File: src/rtl/kbi_pkg.sv
package kbi_pkg;
  typedef enum logic [1:0] {
    KB_FLAGS  = 2'd0,
    KB_ENABLE = 2'd1,
    KB_POLAR  = 2'd2,
    KB_MODE   = 2'd3
  } kb_reg_e;
endpackage

File: src/rtl/kbi_sync.sv
module kbi_sync #(
  parameter int KEYS = 8,
  parameter int STAGES = 2,
  parameter logic [KEYS-1:0] IDLE = '1
) (
  input  logic            clk,
  input  logic            rst_n,
  input  logic [KEYS-1:0] key_i,
  output logic [KEYS-1:0] sync_o
);
  for (genvar i = 0; i < KEYS; i++) begin : g_bit
    logic [STAGES-1:0] chain_q;
    always_ff @(posedge clk or negedge rst_n) begin
      if (!rst_n) chain_q <= {STAGES{IDLE[i]}};
      else        chain_q <= {chain_q[STAGES-2:0], key_i[i]};
    end
    assign sync_o[i] = chain_q[STAGES-1];
  end
endmodule

File: src/rtl/kbi_detect.sv
module kbi_detect #(
  parameter int KEYS = 8,
  parameter logic [KEYS-1:0] IDLE = '1
) (
  input  logic            clk,
  input  logic            rst_n,
  input  logic [KEYS-1:0] sync_i,
  input  logic [KEYS-1:0] pol_i,
  input  logic [KEYS-1:0] mode_i,
  output logic [KEYS-1:0] set_o
);
  logic [KEYS-1:0] prev_q;

  always_ff @(posedge clk or negedge rst_n) begin
    if (!rst_n) prev_q <= IDLE;
    else        prev_q <= sync_i;
  end

  for (genvar i = 0; i < KEYS; i++) begin : g_bit
    logic hit_now, hit_before;
    assign hit_now    = (sync_i[i] == pol_i[i]);
    assign hit_before = (prev_q[i] == pol_i[i]);
    assign set_o[i]   = mode_i[i] ? (hit_now && !hit_before) : hit_now;

    // edge mode never sets on an unchanged input
    p_edge_quiet_r5: assert property (@(posedge clk) disable iff (!rst_n)
      (mode_i[i] && $stable(sync_i[i]) && $stable(pol_i[i])) |-> !set_o[i]);
  end
endmodule

File: src/rtl/kbi_flags.sv
module kbi_flags #(
  parameter int KEYS = 8
) (
  input  logic            clk,
  input  logic            rst_n,
  input  logic [KEYS-1:0] set_i,
  input  logic            wr_i,
  input  logic [KEYS-1:0] wdata_i,
  output logic [KEYS-1:0] flags_o
);
  logic [KEYS-1:0] flags_q, keep;

  assign keep = wr_i ? wdata_i : '1;

  always_ff @(posedge clk or negedge rst_n) begin
    if (!rst_n) flags_q <= '0;
    else        flags_q <= (flags_q & keep) | set_i;
  end

  assign flags_o = flags_q;

  // without a flag write no flag ever drops
  p_no_clear_on_read_r6: assert property (@(posedge clk) disable iff (!rst_n)
    !wr_i |=> ((flags_q & $past(flags_q)) == $past(flags_q)));
  // a set condition always lands, even against a clear
  p_set_wins_r8: assert property (@(posedge clk) disable iff (!rst_n)
    rst_n |=> ((flags_q & $past(set_i)) == $past(set_i)));
  // bits written as 0 fall unless set at that edge
  p_clear_r7: assert property (@(posedge clk) disable iff (!rst_n)
    wr_i |=> ((flags_q & ~$past(wdata_i) & ~$past(set_i)) == '0));
endmodule

File: src/rtl/kbi_flag_ctrl.sv
module kbi_flag_ctrl #(
  parameter int KEYS = 8
) (
  input  logic            clk,
  input  logic            rst_n,
  input  logic [KEYS-1:0] key_in,
  input  logic [1:0]      reg_addr,
  input  logic            reg_wr,
  input  logic            reg_rd,
  input  logic [KEYS-1:0] reg_wdata,
  output logic [KEYS-1:0] reg_rdata,
  output logic            irq
);
  import kbi_pkg::*;

  localparam logic [KEYS-1:0] IDLE = '1;

  kb_reg_e         sel;
  logic [KEYS-1:0] sync_v, set_v, flags_v;
  logic [KEYS-1:0] en_q, pol_q, mode_q, rd_q, rd_mux;
  logic            flag_wr;

  assign sel     = kb_reg_e'(reg_addr);
  assign flag_wr = reg_wr && (sel == KB_FLAGS);

  kbi_sync #(.KEYS(KEYS), .STAGES(2), .IDLE(IDLE)) u_sync (
    .clk(clk), .rst_n(rst_n), .key_i(key_in), .sync_o(sync_v));

  kbi_detect #(.KEYS(KEYS), .IDLE(IDLE)) u_detect (
    .clk(clk), .rst_n(rst_n), .sync_i(sync_v), .pol_i(pol_q),
    .mode_i(mode_q), .set_o(set_v));

  kbi_flags #(.KEYS(KEYS)) u_flags (
    .clk(clk), .rst_n(rst_n), .set_i(set_v), .wr_i(flag_wr),
    .wdata_i(reg_wdata), .flags_o(flags_v));

  always_ff @(posedge clk or negedge rst_n) begin
    if (!rst_n) begin
      en_q   <= '0;
      pol_q  <= '0;
      mode_q <= '0;
    end else if (reg_wr) begin
      case (sel)
        KB_ENABLE: en_q   <= reg_wdata;
        KB_POLAR:  pol_q  <= reg_wdata;
        KB_MODE:   mode_q <= reg_wdata;
        default:   ;
      endcase
    end
  end

  always_comb begin
    case (sel)
      KB_FLAGS:  rd_mux = flags_v;
      KB_ENABLE: rd_mux = en_q;
      KB_POLAR:  rd_mux = pol_q;
      default:   rd_mux = mode_q;
    endcase
  end

  always_ff @(posedge clk or negedge rst_n) begin
    if (!rst_n)      rd_q <= '0;
    else if (reg_rd) rd_q <= rd_mux;
  end

  assign reg_rdata = rd_q;
  assign irq       = |(flags_v & en_q);

  // a pending enabled request persists until software writes
  p_irq_hold_r9: assert property (@(posedge clk) disable iff (!rst_n)
    (irq && !reg_wr) |=> irq);
endmodule

File: config.mk
export PLATFORM = sky130hd
export DESIGN_NAME = kbi_flag_ctrl
export DESIGN_NICKNAME = d
export VERILOG_FILES = /design/src/rtl/kbi_pkg.sv /design/src/rtl/kbi_sync.sv /design/src/rtl/kbi_detect.sv /design/src/rtl/kbi_flags.sv /design/src/rtl/kbi_flag_ctrl.sv
export SDC_FILE = /design/constraint.sdc
export NUM_CORES = 1
export LEC_CHECK = 0
export BUFFER_PORTS_ARGS = -buffer_cell sky130_fd_sc_hd__buf_2
export CORE_AREA = 2 2 76 78
export CTS_CLUSTER_DIAMETER = 40
export CTS_CLUSTER_SIZE = 10
export DETAILED_ROUTE_END_ITERATION = 16
export DIE_AREA = 0 0 78 80
export HOLD_SLACK_MARGIN = 0.02
export PLACE_DENSITY = 0.72
export SLEW_MARGIN = 10
export SYNTH_ARGS = -nofsm -noshare
export SYNTH_HDL_FRONTEND = slang
export SYNTH_HIERARCHICAL = 1
export SYNTH_SLANG_ARGS = --single-unit
File: constraint.sdc
create_clock -name clk -period 0.96 [get_ports clk]
set_input_delay 0.096 -clock clk [delete_from_list [all_inputs] [get_ports clk]]
set_output_delay 0.096 -clock clk [all_outputs]
set_load 0.02 [all_outputs]
==> metrics, run 1 <==
outcome=complete, but fails checks; violated checks=setup timing; drt pass-1 iters=4; CP Class=reg -> out; Clock power frac=0.321; Place WS=-0.115 ns; Synth Register Bits=64; CTS tree=yes; fin nets=286; Num CTS Buffers=9; worst hold start=reg_wdata[4]; reg-to-reg slack, setup=-0.09 ns; RSZ-0062 raised after global routing=yes; worst min-delay path class=in -> reg; final design utilization=0.664; WHS=around 0.037 ns; Leak Pwr=0.00159 uW; clk sink count=64; Pint=approximately 5300 uW; synthesized area=about 0.0027 sq mm; row cnt=27; GRT Util Overall=0.193; WP data arrival=1.23 ns; power density cells=1980 mW/mm^2; Critical Path RT=between 0.8 and 0.9 ns; distinct cell type count after synthesis=22; DR vias=approximately 1700; Synth Warn #=6; Starting Density=0.499; RePlAce Congestion=between 0.7 and 0.8; Fin Setup TNS=-1.05 ns; leading cell type in the layout, fill and taps excluded=dfrtp_1; sequential share of the synthesized area=0.605; clock latency on the worst-skew pair=0.34 ns; Iter 0 DRT Violations=79; Post-Synthesis Cells=about 190; switching part of the total=0.256; Mapped Nets=211; DRC viols=0; crit-path cells=a22oi_2, nand4_1, buf_2; Detail Route Antenna Nets=0; CTS root buffer=clkbuf_8; final period utilization=1.39; number of port buffers=30; Worst Path Buf+Inv=1; Area Growth Syn to Fin=33.1%; die width=between 70 and 80 um; Detail Placement HPWL=roughly 3400 um; worst reg2reg path depth=3; CTS clk-pin slew, worst paths=roughly 0.060 ns; Crit path max-delay family=flip-flops; diode count=0; Critical Path Fanout Max=2; num ports=31; slowest stage delay, CP=between 0.3 and 0.4 ns; startpoint types=flop; end of the worst hold path=pol_q[4]; Worst Setup Slack, final=-0.370 ns; Die Y=roughly 80 um; final WL=around 5300 um; reg-to-reg startpoint=u_detect/prev_q[7]; Syn Area/Cell=14.3 sq um; grt ovf=0; Max IR drop VDD=about 1.4 mV; Hold Violations, Final=0; DIE AREA=about 0.0062 sq mm; Final setup viols=15; Reg power frac=0.476; Peak Freq=752 MHz; per-cell routed wire length=between 15 and 20 um; worst hold stages=2; fin crit period=1.33 ns; core area=about 0.0054 sq mm; reg-to-reg endpoint=u_flags/flags_o[7]; vias in the first global route=around 1900; most frequent cells in the layout=40 x dfrtp_1, 24 x mux2_2, 24 x nand2b_1, 24 x dfstp_2; Vias/cell=between 5 and 6; worst slew pin tran=between 0.3 and 0.4 ns; Worst Skew=slightly below 0.006 ns; combinational share of power=0.203; H-tree levels=3; CP Capture Type=output pin; initial antenna violation count=0; relative slew slack=0.769; slowest stage cell, crit path=dfrtp_1; first-pass GRT wire length=roughly 8800 um; layout cell share with drive strength beyond 1=0.517; Psw=~1800 uW; Clock Tree Buf Depth=2; pins over their slew limit=0; Max-Cap Viols=0; largest net degree at the start of global routing=65
[state kept, by name, summed over array words and instances, names as in the netlist]
name and count:
mode_q 8, u_detect/prev_q 8, u_sync/g_bit.chain_q 16, u_flags/flags_o 8, en_q 8, reg_rdata 8
pol_q 8
[logic make-up (layout without fill, tap and decap cells)]
logic type | count (synthesis) | in the layout | share of synthesized area
xor+xnor | 2 | 2 | 0.00649
buf+inv | 11 | 91 | 0.0325
simple gates | 37 | 37 | 0.0932
flops | 64 | 64 | 0.605
compound gates | 35 | 35 | 0.103
mux | 40 | 40 | 0.160
[metrics by stage]
step           total power (uW)  std cells  cell area (sq um)
5_1_grt                    7500        341               3590
6_report                   7130        341               3590
4_1_cts                    7100        339               3510
3_5_place_dp               4560        307               3090
3_3_place_gp               4510        307               3090
2_1_floorplan              4040        189               2760
[routing by layer]
metal / routed length (um) / track usage / vias up / part of all wire
li1: - / - / 829 / -
met1: 2430 / 0.233 / 873 / 0.46
met2: 2570 / 0.309 / 31 / 0.48
met3: 160 / 0.0509 / 12 / 0.030
met4: 146 / 0.121 / 0 / 0.028
met5: 0 / 0 / - / 0
[power by group through the flow]
stage	Clock (uW)	Combinational [uW]	Sequential, uW
final	2290	1450	3390
after global routing	2490	1560	3440
after CTS	2380	1360	3360
after detailed placement	0	1180	3380
after global placement	0	1140	3370
after floorplan	0	639	3400
[area by class of cell]
| cell class | instances | area [sq um] |
|---|---|---|
| clock buffers | 13 | 159 |
| clock inverters | 3 | 40.0 |
| fillers | 404 | 1810 |
| multi-input cells | 114 | 1040 |
| flip-flops and latches | 64 | 1630 |
| well taps | 72 | 90.1 |
| repair buffers | 75 | 627 |
[cells in the mapped netlist]
master,n,area share
a21boi_0,7,0.019
a21o_1,8,0.022
a21oi_1,1,0.0019
a22o_1,7,0.023
a22oi_1,4,0.011
buf_2,1,0.0019
buf_4,8,0.022
buf_6,2,0.0083
dfrtp_1,40,0.37
dfstp_2,24,0.23
mux2_2,24,0.10
mux2i_1,16,0.059
nand2_1,1,0.0014
nand2b_1,24,0.056
nand3_4,1,0.0065
nand3b_4,2,0.015
nand4_1,1,0.0023
nor2_1,7,0.0097
nor3b_1,1,0.0028
o221ai_1,8,0.026
xnor2_1,1,0.0032
xor2_1,1,0.0032
[worst register-to-register path, delay by kind of cell, from the launching register on]
family             cells  cell delay (ns)
AOI/OAI and AO/OA      3             0.41
DFF                    1             0.53
[what timing repair did]
action,CTS,global route
buffers inserted,4,3
pin swaps,8,5
hold buffers,12,0
setup endpoints to repair,17,23
hold endpoints to repair,51,0
resized for setup,22,16
[worst max path at each step]
| stage | from | to | slack, ns | depth (start not counted) |
|---|---|---|---|---|
| 3_3_place_gp | u_detect/prev_q[0] | u_flags/flags_o[0] | -0.09 | 3 |
| 5_1_grt | u_flags/flags_o[2] | irq | -0.45 | 3 |
| 3_5_place_dp | reg_addr[0] | pol_q[5] | -0.12 | 3 |
| 4_1_cts | en_q[2] | irq | -0.39 | 3 |
| 6_report | u_flags/flags_o[2] | irq | -0.37 | 3 |
| 2_1_floorplan | u_sync/g_bit[0].chain_q[1] | u_flags/flags_o[0] | -0.08 | 4 |
Power figures use the tool's default switching activity.
==> run 2, diff against run 1 <==
--- a/config.mk
+++ b/config.mk
@@ -12,7 +12,7 @@
 export DETAILED_ROUTE_END_ITERATION = 16
 export DIE_AREA = 0 0 78 80
 export HOLD_SLACK_MARGIN = 0.02
-export PLACE_DENSITY = 0.72
+export PLACE_DENSITY_LB_ADDON = 0.1
 export SLEW_MARGIN = 10
 export SYNTH_ARGS = -nofsm -noshare
 export SYNTH_HDL_FRONTEND = slang
==> run 2 against run 1 <==
Effect of this change:
- the run still ends with setup timing left
- sequential power barely moved
- via count grew 4.2%
- first-iteration DRC count is 20% lower
- global-route usage decreased by 0.32 points
- register-to-register slack got worse by 0.10 ns
- sequential share of layout area grew 0.063 points
==> metrics, run 2 (synthesized netlist as in run 1, its figures left out) <==
violated checks=setup timing; Clock power frac=0.325 (+0.004); Peak Freq=718 MHz (-4.4%); Max IR drop VDD=1.59 mV (+15%); startpoint types=flop; Iter 0 DRT Violations=63 (-20%); Placement Cell Area=0.00308 sq mm (-0.16%); RSZ-0062 raised after global routing=yes; clk sink count=64 (unchanged); Largest register FFs=16 (unchanged); worst hold start=reg_wdata[6]; CTS root buffer=clkbuf_8; Worst Skew=0.00661 ns (+0.000699 ns); DIE AREA=0.00624 sq mm (unchanged); GRT Util Overall=0.190 (-0.00324); Num CTS Buffers=9 (unchanged); Pint=5310 uW (+0.13%); Fin Setup TNS=-1.57 ns (-0.513 ns); Starting Density=0.499 (unchanged); Final setup viols=17 (+2); core area=0.00541 sq mm (unchanged); Worst Setup Slack, final=-0.432 ns (-0.0614 ns); number of port buffers=30 (unchanged); final WL=5420 um (+2.2%); initial antenna violation count=0 (unchanged); Reg with most FFs=u_sync/g_bit.chain_q; Critical Path Source=en_q[1]; final period utilization=1.45 (+0.0640); reg-to-reg startpoint=en_q[1]; DRC viols=0 (unchanged); CTS tree=yes; leading cell type in the layout, fill and taps excluded=dfrtp_1; Max-Cap Viols=0 (unchanged); relative slew slack=0.755 (-0.0138); power density cells=2000 mW/mm^2 (+0.83%); Leak Pwr=0.00160 uW (+0.69%); DR top layer=met4; CP Capture Type=output pin; vias in the first global route=1903 (+0.11%); M1 WL=2410 um (-0.82%); fin crit period=1.39 ns (+0.0614 ns); layout cell share with drive strength beyond 1=0.535 (+0.0183); routed length on met3=254 um (+59%); post-route cell area=0.00359 sq mm (-0.14%); RePlAce Congestion=0.795 (+5.4%); Vias/cell=5.30 (+3.6%); Met2 Wirelength=2660 um (+3.7%); largest net degree at the start of global routing=65 (unchanged); fin nets=288 (+0.70%); Reg power frac=0.471 (-0.005); Detail Route Antenna Nets=0 (unchanged); Critical Path RT=0.86 ns (about the same); Critical Path Fanout Max=2 (unchanged); WHS=0.0312 ns (-0.00586 ns); clock latency on the worst-skew pair=0.34 ns (about the same); H-tree levels=3 (unchanged); Die Y=80 um (unchanged); row cnt=27 (unchanged); WP data arrival=1.30 ns (+0.07 ns); per-cell routed wire length=15.8 um (+1.6%); switching part of the total=0.260 (+0.00415); drt pass-1 iters=5 (+1); grt ovf=0 (unchanged); DR vias=1819 (+4.2%); Area Growth Syn to Fin=32.9%; Psw=1870 uW (+2.3%); die width=78 um (unchanged); outcome=complete, but fails checks; overall power=7180 uW (+0.69%); most frequent cells in the layout=40 x dfrtp_1, 29 x buf_4, 24 x mux2_2, 24 x nand2b_1, 24 x dfstp_2; Hold Violations, Final=0 (unchanged); diode count=0 (unchanged); worst min-delay path class=in -> reg; Clock Tree Buf Depth=2 (unchanged); combinational share of power=0.204 (about the same); first-pass GRT wire length=8880 um (+0.54%); Detail Placement HPWL=3650 um (+7.0%); num ports=31 (unchanged); CP Class=reg -> out; worst slew pin tran=0.366 ns (+0.0198 ns); CTS clk-pin slew, worst paths=0.07 ns (about the same); pins over their slew limit=0 (unchanged)
run 2: timing repair:
| item | 4_1_cts | 5_1_grt |
|---|---|---|
| gates resized for setup | 28 | 9 |
| pin swaps | 12 | 5 |
| hold buffers | 10 | 0 |
| hold endpoints to repair | 49 | 0 |
| buffers inserted | 6 | 4 |
| setup endpoints to repair | 17 | 24 |
run 2: routing by layer:
metal  GRT usage  up-vias
met5           0        -
met4      0.0930        0
met3      0.0543       11
met2       0.302       44
met1       0.239      930
li1            -      834
run 2: final timing paths:
kind / end / slack [ns] / cells after the start
worst max-delay path: irq / -0.43 / 3
worst min-delay path: mode_q[6] / 0.03 / 2
worst max register to register: reg_rdata[1] / -0.19 / 5
worst min register to register: u_sync/g_bit[5].chain_q[1] / 0.35 / 0
max in group asynchronous: u_sync/g_bit[7].chain_q[1] / 0.36 / 3
min in group asynchronous: pol_q[5] / 0.29 / 3
run 2: per-stage QoR:
step | setup slack, ns | util | instances
finish | -0.432 | 0.663 | 343
global route | -0.459 | 0.663 | 343
CTS | -0.422 | 0.653 | 340
detailed placement | -0.154 | 0.571 | 308
global placement | -0.130 | 0.571 | 308
floorplan | -0.0785 | - | 189
run 2: critical path, cell delays in order (launching register included):
cell	delay [ns]
dfrtp_1	0.40
a22oi_2	0.20
nand4_1	0.16
buf_4	0.19
run 2: power by group through the flow:
| stage | logic [uW] | registers [uW] | clock network (uW) |
|---|---|---|---|
| after CTS | 1410 | 3370 | 2400 |
| final | 1460 | 3380 | 2330 |
| after global placement | 1150 | 3360 | 0 |
| after global routing | 1580 | 3430 | 2510 |
| after detailed placement | 1190 | 3380 | 0 |
| after floorplan | 639 | 3400 | 0 |
run 2: final cells by class:
cell class / count / area (sq um)
fill: 404 / 1820
sequential: 64 / 1630
multi-input combinational: 114 / 1030
tap: 72 / 90.1
timing repair buffer: 77 / 623
clock buffer: 11 / 151
clock inverter: 5 / 55.1
